### src/rtl/codec3w_pkg.sv
package codec3w_pkg;

  // Link phases; each busy phase lasts one half-bit period.
  typedef enum logic [2:0] {
    PH_IDLE  = 3'd0,
    PH_START = 3'd1,
    PH_LOW   = 3'd2,
    PH_HIGH  = 3'd3,
    PH_LATCH = 3'd4,
    PH_DONE  = 3'd5
  } phase_e;

  // Bit clock level for a phase: parked high, low while data settles.
  function automatic logic phase_clk_level(input phase_e ph);
    case (ph)
      PH_IDLE, PH_HIGH, PH_LATCH, PH_DONE: phase_clk_level = 1'b1;
      default:                             phase_clk_level = 1'b0;
    endcase
  endfunction

  // Load strobe level: high only while committing or parked.
  function automatic logic phase_load_level(input phase_e ph);
    case (ph)
      PH_IDLE, PH_LATCH, PH_DONE: phase_load_level = 1'b1;
      default:                    phase_load_level = 1'b0;
    endcase
  endfunction

  // Data line: forced low at frame start, high when parked, else the bit.
  function automatic logic phase_data_level(input phase_e ph, input logic bit_val);
    case (ph)
      PH_IDLE, PH_DONE: phase_data_level = 1'b1;
      PH_START:         phase_data_level = 1'b0;
      default:          phase_data_level = bit_val;
    endcase
  endfunction

  // A phase in which the half-bit timer runs.
  function automatic logic phase_timed(input phase_e ph);
    case (ph)
      PH_START, PH_LOW, PH_HIGH, PH_LATCH: phase_timed = 1'b1;
      default:                             phase_timed = 1'b0;
    endcase
  endfunction

endpackage

### src/rtl/codec3w_half_timer.sv
module codec3w_half_timer #(
  parameter int HALF_CYCLES = 250
) (
  input  logic clk,
  input  logic rst,
  input  logic clear,
  input  logic run,
  output logic tick
);
  localparam int CNT_W = $clog2(HALF_CYCLES + 1);
  localparam logic [CNT_W-1:0] LAST = CNT_W'(HALF_CYCLES - 1);

  logic [CNT_W-1:0] cnt_q;

  assign tick = run && (cnt_q == LAST);

  always_ff @(posedge clk) begin
    if (rst || clear) begin
      cnt_q <= '0;
    end else if (run) begin
      if (tick) cnt_q <= '0;
      else      cnt_q <= cnt_q + CNT_W'(1);
    end
  end
endmodule

### src/rtl/codec3w_shifter.sv
module codec3w_shifter #(
  parameter int ADDR_W = 7,
  parameter int DATA_W = 9
) (
  input  logic              clk,
  input  logic              rst,
  input  logic              load_en,
  input  logic              shift_en,
  input  logic [ADDR_W-1:0] addr,
  input  logic [DATA_W-1:0] data,
  output logic              msb
);
  localparam int FRAME_W = ADDR_W + DATA_W;

  // Address in the upper field, value in the lower field.
  function automatic logic [FRAME_W-1:0] pack_word(input logic [ADDR_W-1:0] a,
                                                   input logic [DATA_W-1:0] d);
    pack_word = {a, d};
  endfunction

  logic [FRAME_W-1:0] word_q;

  always_ff @(posedge clk) begin
    if (rst)           word_q <= '0;
    else if (load_en)  word_q <= pack_word(addr, data);
    else if (shift_en) word_q <= {word_q[FRAME_W-2:0], 1'b0};
  end

  assign msb = word_q[FRAME_W-1];
endmodule

### src/rtl/codec3w_sequencer.sv
module codec3w_sequencer
  import codec3w_pkg::*;
#(
  parameter int FRAME_W = 16
) (
  input  logic   clk,
  input  logic   rst,
  input  logic   start,
  input  logic   tick,
  output phase_e phase,
  output logic   shift_en,
  output logic   timer_run
);
  localparam int BIT_W = $clog2(FRAME_W);
  localparam logic [BIT_W-1:0] LAST_IDX = BIT_W'(FRAME_W - 1);

  phase_e           ph_q, ph_d;
  logic [BIT_W-1:0] idx_q, idx_d;
  logic             last_bit;

  assign last_bit = (idx_q == LAST_IDX);

  always_comb begin
    ph_d     = ph_q;
    idx_d    = idx_q;
    shift_en = 1'b0;
    case (ph_q)
      PH_IDLE: begin
        if (start) begin
          ph_d  = PH_START;
          idx_d = '0;
        end
      end
      PH_START: if (tick) ph_d = PH_LOW;
      PH_LOW:   if (tick) ph_d = PH_HIGH;
      PH_HIGH: begin
        if (tick) begin
          if (last_bit) begin
            ph_d = PH_LATCH;
          end else begin
            ph_d     = PH_LOW;
            idx_d    = idx_q + BIT_W'(1);
            shift_en = 1'b1;
          end
        end
      end
      PH_LATCH: if (tick) ph_d = PH_DONE;
      PH_DONE:  ph_d = PH_IDLE;
      default:  ph_d = PH_IDLE;
    endcase
  end

  always_ff @(posedge clk) begin
    if (rst) begin
      ph_q  <= PH_IDLE;
      idx_q <= '0;
    end else begin
      ph_q  <= ph_d;
      idx_q <= idx_d;
    end
  end

  assign phase     = ph_q;
  assign timer_run = phase_timed(ph_q);
endmodule

### src/rtl/codec3w_serializer.sv
module codec3w_serializer
  import codec3w_pkg::*;
#(
  parameter int ADDR_W      = 7,
  parameter int DATA_W      = 9,
  parameter int HALF_CYCLES = 250
) (
  input  logic              clk,
  input  logic              rst,
  input  logic              req_valid,
  output logic              req_ready,
  input  logic [ADDR_W-1:0] req_addr,
  input  logic [DATA_W-1:0] req_data,
  output logic              frame_done,
  output logic              link_data,
  output logic              link_clk,
  output logic              link_load
);
  localparam int FRAME_W = ADDR_W + DATA_W;

  // Named internal events, also used by the bound checker.
  phase_e phase;
  logic   accept;
  logic   half_tick;
  logic   shift_en;
  logic   timer_run;
  logic   cur_bit;

  assign req_ready = (phase == PH_IDLE);
  assign accept    = req_valid && req_ready;

  codec3w_half_timer #(.HALF_CYCLES(HALF_CYCLES)) u_timer (
    .clk   (clk),
    .rst   (rst),
    .clear (accept),
    .run   (timer_run),
    .tick  (half_tick)
  );

  codec3w_sequencer #(.FRAME_W(FRAME_W)) u_seq (
    .clk       (clk),
    .rst       (rst),
    .start     (accept),
    .tick      (half_tick),
    .phase     (phase),
    .shift_en  (shift_en),
    .timer_run (timer_run)
  );

  codec3w_shifter #(.ADDR_W(ADDR_W), .DATA_W(DATA_W)) u_shift (
    .clk      (clk),
    .rst      (rst),
    .load_en  (accept),
    .shift_en (shift_en),
    .addr     (req_addr),
    .data     (req_data),
    .msb      (cur_bit)
  );

  assign link_clk   = phase_clk_level(phase);
  assign link_load  = phase_load_level(phase);
  assign link_data  = phase_data_level(phase, cur_bit);
  assign frame_done = (phase == PH_DONE);
endmodule

### config.mk
export PLATFORM = sky130hd
export DESIGN_NAME = codec3w_serializer
export DESIGN_NICKNAME = d
export VERILOG_FILES = /design/src/rtl/codec3w_pkg.sv /design/src/rtl/codec3w_half_timer.sv /design/src/rtl/codec3w_shifter.sv /design/src/rtl/codec3w_sequencer.sv /design/src/rtl/codec3w_serializer.sv
export SDC_FILE = /design/constraint.sdc
export NUM_CORES = 1
export LEC_CHECK = 0
export BUFFER_PORTS_ARGS = -buffer_cell sky130_fd_sc_hd__buf_2
export CAP_MARGIN = 10
export CELL_PAD_IN_SITES_DETAIL_PLACEMENT = 0
export CELL_PAD_IN_SITES_GLOBAL_PLACEMENT = 1
export CORE_MARGIN = 4
export CORE_UTILIZATION = 38
export CTS_CLUSTER_SIZE = 28
export DETAILED_ROUTE_END_ITERATION = 6
export GPL_ROUTABILITY_DRIVEN = 0
export PLACE_DENSITY_LB_ADDON = 0.1
export REMOVE_ABC_BUFFERS = 1
export SYNTH_ARGS = -nofsm -noshare
export SYNTH_HDL_FRONTEND = slang
export SYNTH_SLANG_ARGS = --single-unit
### constraint.sdc
create_clock -name clk -period 1.5 [get_ports clk]
set_input_delay 0.075 -clock clk [delete_from_list [all_inputs] [get_ports clk]]
set_output_delay 0.075 -clock clk [all_outputs]
set_load 0.02 [all_outputs]
# [After elaboration in Yosys (flattened, before gate mapping)]
# Cells that the tools add are included.
[totals] register_bits=31 out_inout_bits=5 wordCells=52
[classes] add_sub_neg=2 eq_ne=13 mux=21 reduce_logical=12
[op_table] operator="two-way mux 16 bit" n=2
[op_table] operator="two-way mux 3 bit" n=6
[op_table] operator="one-hot mux 3 bit (5 select lines)" n=1
[op_table] operator="two-way mux 4 bit" n=3
[op_table] operator="!= test 2 bit, second input constant" n=5
[op_table] operator="adder 8 x 1 -> 8 bit, second input constant" n=1
[op_table] operator="equality test 8 bit, second input constant" n=1
[op_table] operator="two-way mux 8 bit" n=1
[op_table] operator="one-hot mux 4 bit (2 select lines)" n=1
[op_table] operator="OR reduction 4 bit" n=2
[op_table] operator="equality test 3 x 2 -> 1 bit, second input constant" n=2
[op_table] operator="equality test 3 bit, second input constant" n=2
[op_table] operator="two-way mux 1 bit" n=6
[op_table] operator="AND reduction 5 bit" n=1
[op_table] operator="adder 4 x 1 -> 4 bit, second input constant" n=1
[op_table] operator="equality test 4 bit, second input constant" n=1
[op_table] operator="AND reduction 4 bit" n=1
[op_table] operator="nonzero test 2 bit" n=2
[op_table] operator="equality test 3 x 1 -> 1 bit, second input constant" n=1
[op_table] operator="zero test 3 bit" n=1
[op_table] operator="OR reduction 3 bit" n=1
[op_table] operator="logical AND 1 bit" n=2
[op_table] operator="!= test 2 x 1 -> 1 bit, second input constant" n=1
[op_table] operator="one-hot mux 1 bit (2 select lines)" n=1
[op_table] operator="other kinds (2)" n=2

# [Logic depth before layout (Yosys ltp)]
[logic_depth] ltp_word=8 ltp_mapped=8

# [Hierarchy]
# Synthesis repeated with hierarchy kept, for this count alone.
[hier_totals] cells_unflattened=180 area_unflattened_um2=1705.4
[modules_own_cells] mod="codec3w_shifter" instances=1 cells_each=71 area_each_um2=764.5
[modules_own_cells] mod="codec3w_sequencer" instances=1 cells_each=46 area_each_um2=442.9
[modules_own_cells] mod="codec3w_half_timer" instances=1 cells_each=53 area_each_um2=431.7
[modules_own_cells] mod="codec3w_serializer" instances=1 cells_each=10 area_each_um2=66.3

# [Least setup slack after synthesis]
# No wires, ideal clock.
[synth_timing] path_type="register to register" startpoint="reg u_seq.ph_q[0], in the netlist u_seq.phase[0]" endpoint="reg u_shift.word_q[10]" setup_time_ns=0.148 arrival_time_ns=1.520 required_ns=1.352 slack_ns=-0.169 path_stages_with_launch=9 n_path_buf=3 period_less_slack_ns=1.669 cell_sequence="dfxtp_1 -> buf_4 -> or3_1 -> buf_2 -> inv_2 -> nand2_2 -> buf_2 -> nor2_1 -> a2111oi_2"
[synth_via] elab_cells_between_ends=13
[synth_lines] item="start: declaration" line="codec3w_sequencer.sv:17" source="phase_e ph_q, ph_d;"
[synth_lines] item="start signal: assignment" line="codec3w_sequencer.sv:58" source="ph_q <= ph_d;"
[synth_lines] item="zero test 3 bit *" line="codec3w_serializer.sv:29" source="assign req_ready = (phase == PH_IDLE);"
[synth_lines] item="net req_ready" line="codec3w_serializer.sv:11" source="output logic req_ready,"
[synth_lines] item="logical AND 1 bit *" line="codec3w_serializer.sv:30" source="assign accept = req_valid && req_ready;"
[synth_lines] item="two-way mux 16 bit / nonzero test 2 bit (equally long branches)"
[synth_lines] item="end signal: assignment" line="codec3w_shifter.sv:25" source="else if (load_en) word_q <= pack_word(addr, data);"
[synth_lines] item="end signal: assignment" line="codec3w_shifter.sv:26" source="else if (shift_en) word_q <= {word_q[FRAME_W-2:0], 1'b0};"
[synth_lines] item="end: declaration" line="codec3w_shifter.sv:21" source="logic [FRAME_W-1:0] word_q;"
# Mark *: on every way through the listed nets, which the timed path passes. The rest lies on a longest branch.
# A chain may end at the register's enable or synchronous reset.

# [Final worst setup path]
[layout_timing] startpoint="reg u_seq.ph_q[2], in the netlist u_seq.phase[2]" endpoint="reg u_shift.word_q[10]"
[layout_via] elab_chain_cells=7 elab_cells_between_ends=13
[layout_lines] item="equality test 3 x 1 -> 1 bit (tied with other cells)" line="codec3w_pkg.sv:40" source="case (ph)"
[layout_lines] item="OR reduction 4 bit" line="codec3w_pkg.sv:40"
[layout_lines] item="two-way mux 1 bit" line="codec3w_pkg.sv:40"
[layout_lines] item="logical AND 1 bit" line="codec3w_half_timer.sv:15" source="assign tick = run && (cnt_q == LAST);"
[layout_lines] item="two-way mux 1 bit" line="codec3w_sequencer.sv:37" source="if (tick) begin"
[layout_lines] item="two-way mux 1 bit" line="codec3w_sequencer.sv:27" source="case (ph_q)"
[layout_lines] item="nonzero test 2 bit (no source line)"
# Several ways; a longest one is shown, not always the timed one.

==> metrics.txt <==
clock buffer depth=2; Crit path largest cell delay=0.37 ns; Synth Register Bits=31; row count=23; Nets=272; ratio of cells with drive above 1 in the final layout=51.0%; endpoints failing hold=0; largest net degree at the start of global routing=26; total die area=5490 µm²; Slew Limit Fails=0; drt via density=5.49; largest family of logic cells by synthesized area=simple AND/OR/NAND/NOR gates; die height=74.1 µm; worst skew pair latency=0.28 ns; Pleak=1.00 nW; worst-path cell chain=buf_6 -> nor4b_4 -> buf_4 -> buf_12 -> nor2_1 -> a2111oi_2; Yosys cell types=38; period utilisation layout=109%; Detailed Routing Iterations Pass 1=4; GRT overflow=0; Ys Warns=0; XOR/XNOR Fraction of Synth Area=3.69%; worst slack at placement=-0.0724 ns; CTS Sinks=31; initial detailed-routing violation count=74; Worst slew margin=70.0%; Buffers & Inverters on Critical Path=3; final WL=4730 µm; clk slew on worst S/H paths=0.07 ns; fraction of registers with async set/reset=0%; Post-synth EDFFs=0; unrepaired setup endpoints after global routing=true; Num CTS Buffers=5; status=complete, but fails checks; IO Port Bufs=23; DR vias=1651; CP Launch Type=flip-flop; ANT cells=0; DR WL/cell=15.7 µm; Primary FF master, synth=dfxtp_1; Final setup viols=18; vias in the first global route=1466; min-delay worst type=primary input to flip-flop; Power, Total=0.00195 W; post-layout min period=1.63 ns; gr usage total=15.3%; Crit path required time=1.67 ns; Fin Clk Skew=0.00686 ns; CP max FO=7; Worst path slowest cell=a2111oi_2; initial core utilization=40.4%; Crit path arrival time=1.80 ns; Area growth syn-to-layout=55.7%; H-Tree Depth=2; Placeable Area=4120 µm²; I/O pins=24; VDD IR max=527 µV; Synth Cell Area=1660 µm²; worst hold slack=0.0397 ns; initial antenna violation count=0; Post-Synth Adder-Cell Area=2.26%; failing checks=setup timing; Max Cap Violations=0; die width=74.1 µm; Crit Path Class=flip-flop to flip-flop; Post-Synth Simple-Gate Area=29.1%; Final ANT Viol Nets=0; Slew @ Worst Pin=0.450 ns; Compound-Gate Fraction of Synth Area=20.1%; Seq/Total Area, Yosys=37.3%; Root Driver=clkbuf_8; Remaining DRCs=0; post-DP HPWL=2780 µm; first-pass GRT wire length=6490 µm; cell count after synthesis=185; multiplexer area fraction after synthesis=1.20%; CP delay by family, top=buffers and inverters; CTS tree=built; Syn Area/Cell=8.98 µm²; Pwr Density=753 nW/µm²; crit end category=flip-flop; Peak Freq=0.614 GHz; Setup WS post-layout=-0.128 ns
==> Yosys cell counts, drive strengths merged (2+ instances only) <==
cell,number,area [µm²]
nor2,35,136
dfxtp,31,621
nor3,17,85.1
a2111oi,15,220
buf,11,81.3
a21oi,8,40.0
nand3,7,35.0
nand4,7,43.8
xor2,6,52.6
nand2,5,23.8
and4,4,35.0
inv,4,15.0
o21ai,4,20.0
and2,3,18.8
ha,3,37.5
a31oi,2,12.5
and3,2,12.5
and3b,2,17.5
clkbuf,2,7.51
mux2i,2,20.0
nand3b,2,15.0
nor4,2,12.5
o21a,2,15.0
or3,2,12.5
==> where the power goes <==
part / total, W / switching (W) / internal [W]
combinational: 0.000415 / 0.000216 / 0.000199
sequential: 0.000898 / 0.0000319 / 0.000866
clock: 0.000635 / 0.000310 / 0.000325
==> cell families after synthesis <==
family | Yosys count
and+or+nand+nor | 91
AOI/OAI and AO/OA | 34
DFF | 31
buffers and inverters | 17
xor gates and xnor gates | 7
adders and majority gates | 3
muxes | 2
==> area by class of cell <==
class	count	area, µm²
clock inverter	1	5.00
fill	380	1530
sequential	31	629
inverter	4	15.0
multi-input combinational	137	1190
timing repair buffer	71	608
clock buffer	7	76.3
tap	50	62.6
==> sequential cells by signal (all words and copies together) (netlist names) <==
| signal | cells |
|---|---|
| u_shift.word_q | 16 |
| u_seq.idx_q | 4 |
| u_seq.phase | 3 |
| u_timer.cnt_q | 8 |
==> final timing paths <==
kind / start / end / slack, ns / cells past startpoint
worst min register to register: u_shift.word_q[0] / u_shift.word_q[0] / 0.52 / 2
worst max-delay path: u_seq.phase[2] / u_shift.word_q[10] / -0.13 / 6
worst min-delay path: req_data[0] / u_shift.word_q[0] / 0.04 / 3
worst max register to register: u_seq.phase[2] / u_shift.word_q[10] / -0.13 / 6
==> layer usage <==
metal | up-vias | GRT usage (%) | share of wire, %
li1 | 815 | - | -
met1 | 786 | 19.5 | 43
met2 | 42 | 23.7 | 50
met3 | 8 | 4.86 | 5.7
met4 | 0 | 6.44 | 1.5
met5 | - | 0 | 0
==> cells in the final DEF, fill, tap and decap left out, types with 3 or more instances in the layout <==
master,count
nand4_1,7
nand3_1,5
and4_1,3
buf_2,22
clkbuf_16,3
buf_6,12
a2111oi_4,8
nor3_1,11
nor2_1,28
clkbuf_8,5
nor3_2,4
dfxtp_1,26
nor2_4,3
a21oi_2,3
and2_1,3
buf_4,31
nand2_1,3
a2111oi_2,7
dfxtp_2,4
nor2_2,4
a21oi_1,5
xor2_1,6
==> tightest hold or removal path, cell delays in order <==
cell	delay [ns]
buf_2	0.10
nand2_1	0.05
a21oi_1	0.05
==> stage by stage <==
step,instances,setup TNS (ns),area (µm²),utilization (%)
final,301,-0.944,2590,62.9
after global routing,301,-2.62,2590,62.9
after CTS,288,-0.489,2140,52.0
after detailed placement,280,-1.03,2040,49.5
after global placement,280,-0.646,2040,49.5
after floorplan,172,-10.74,1570,-
==> what timing repair did <==
item	4_1_cts	5_1_grt
gates cloned	0	4
endpoints found under the setup margin	27	30
gates resized for setup	6	60
hold buffers	0	0
pin swaps	0	23
setup buffers	0	10
No activity file was read; power rests on OpenSTA's default activity.
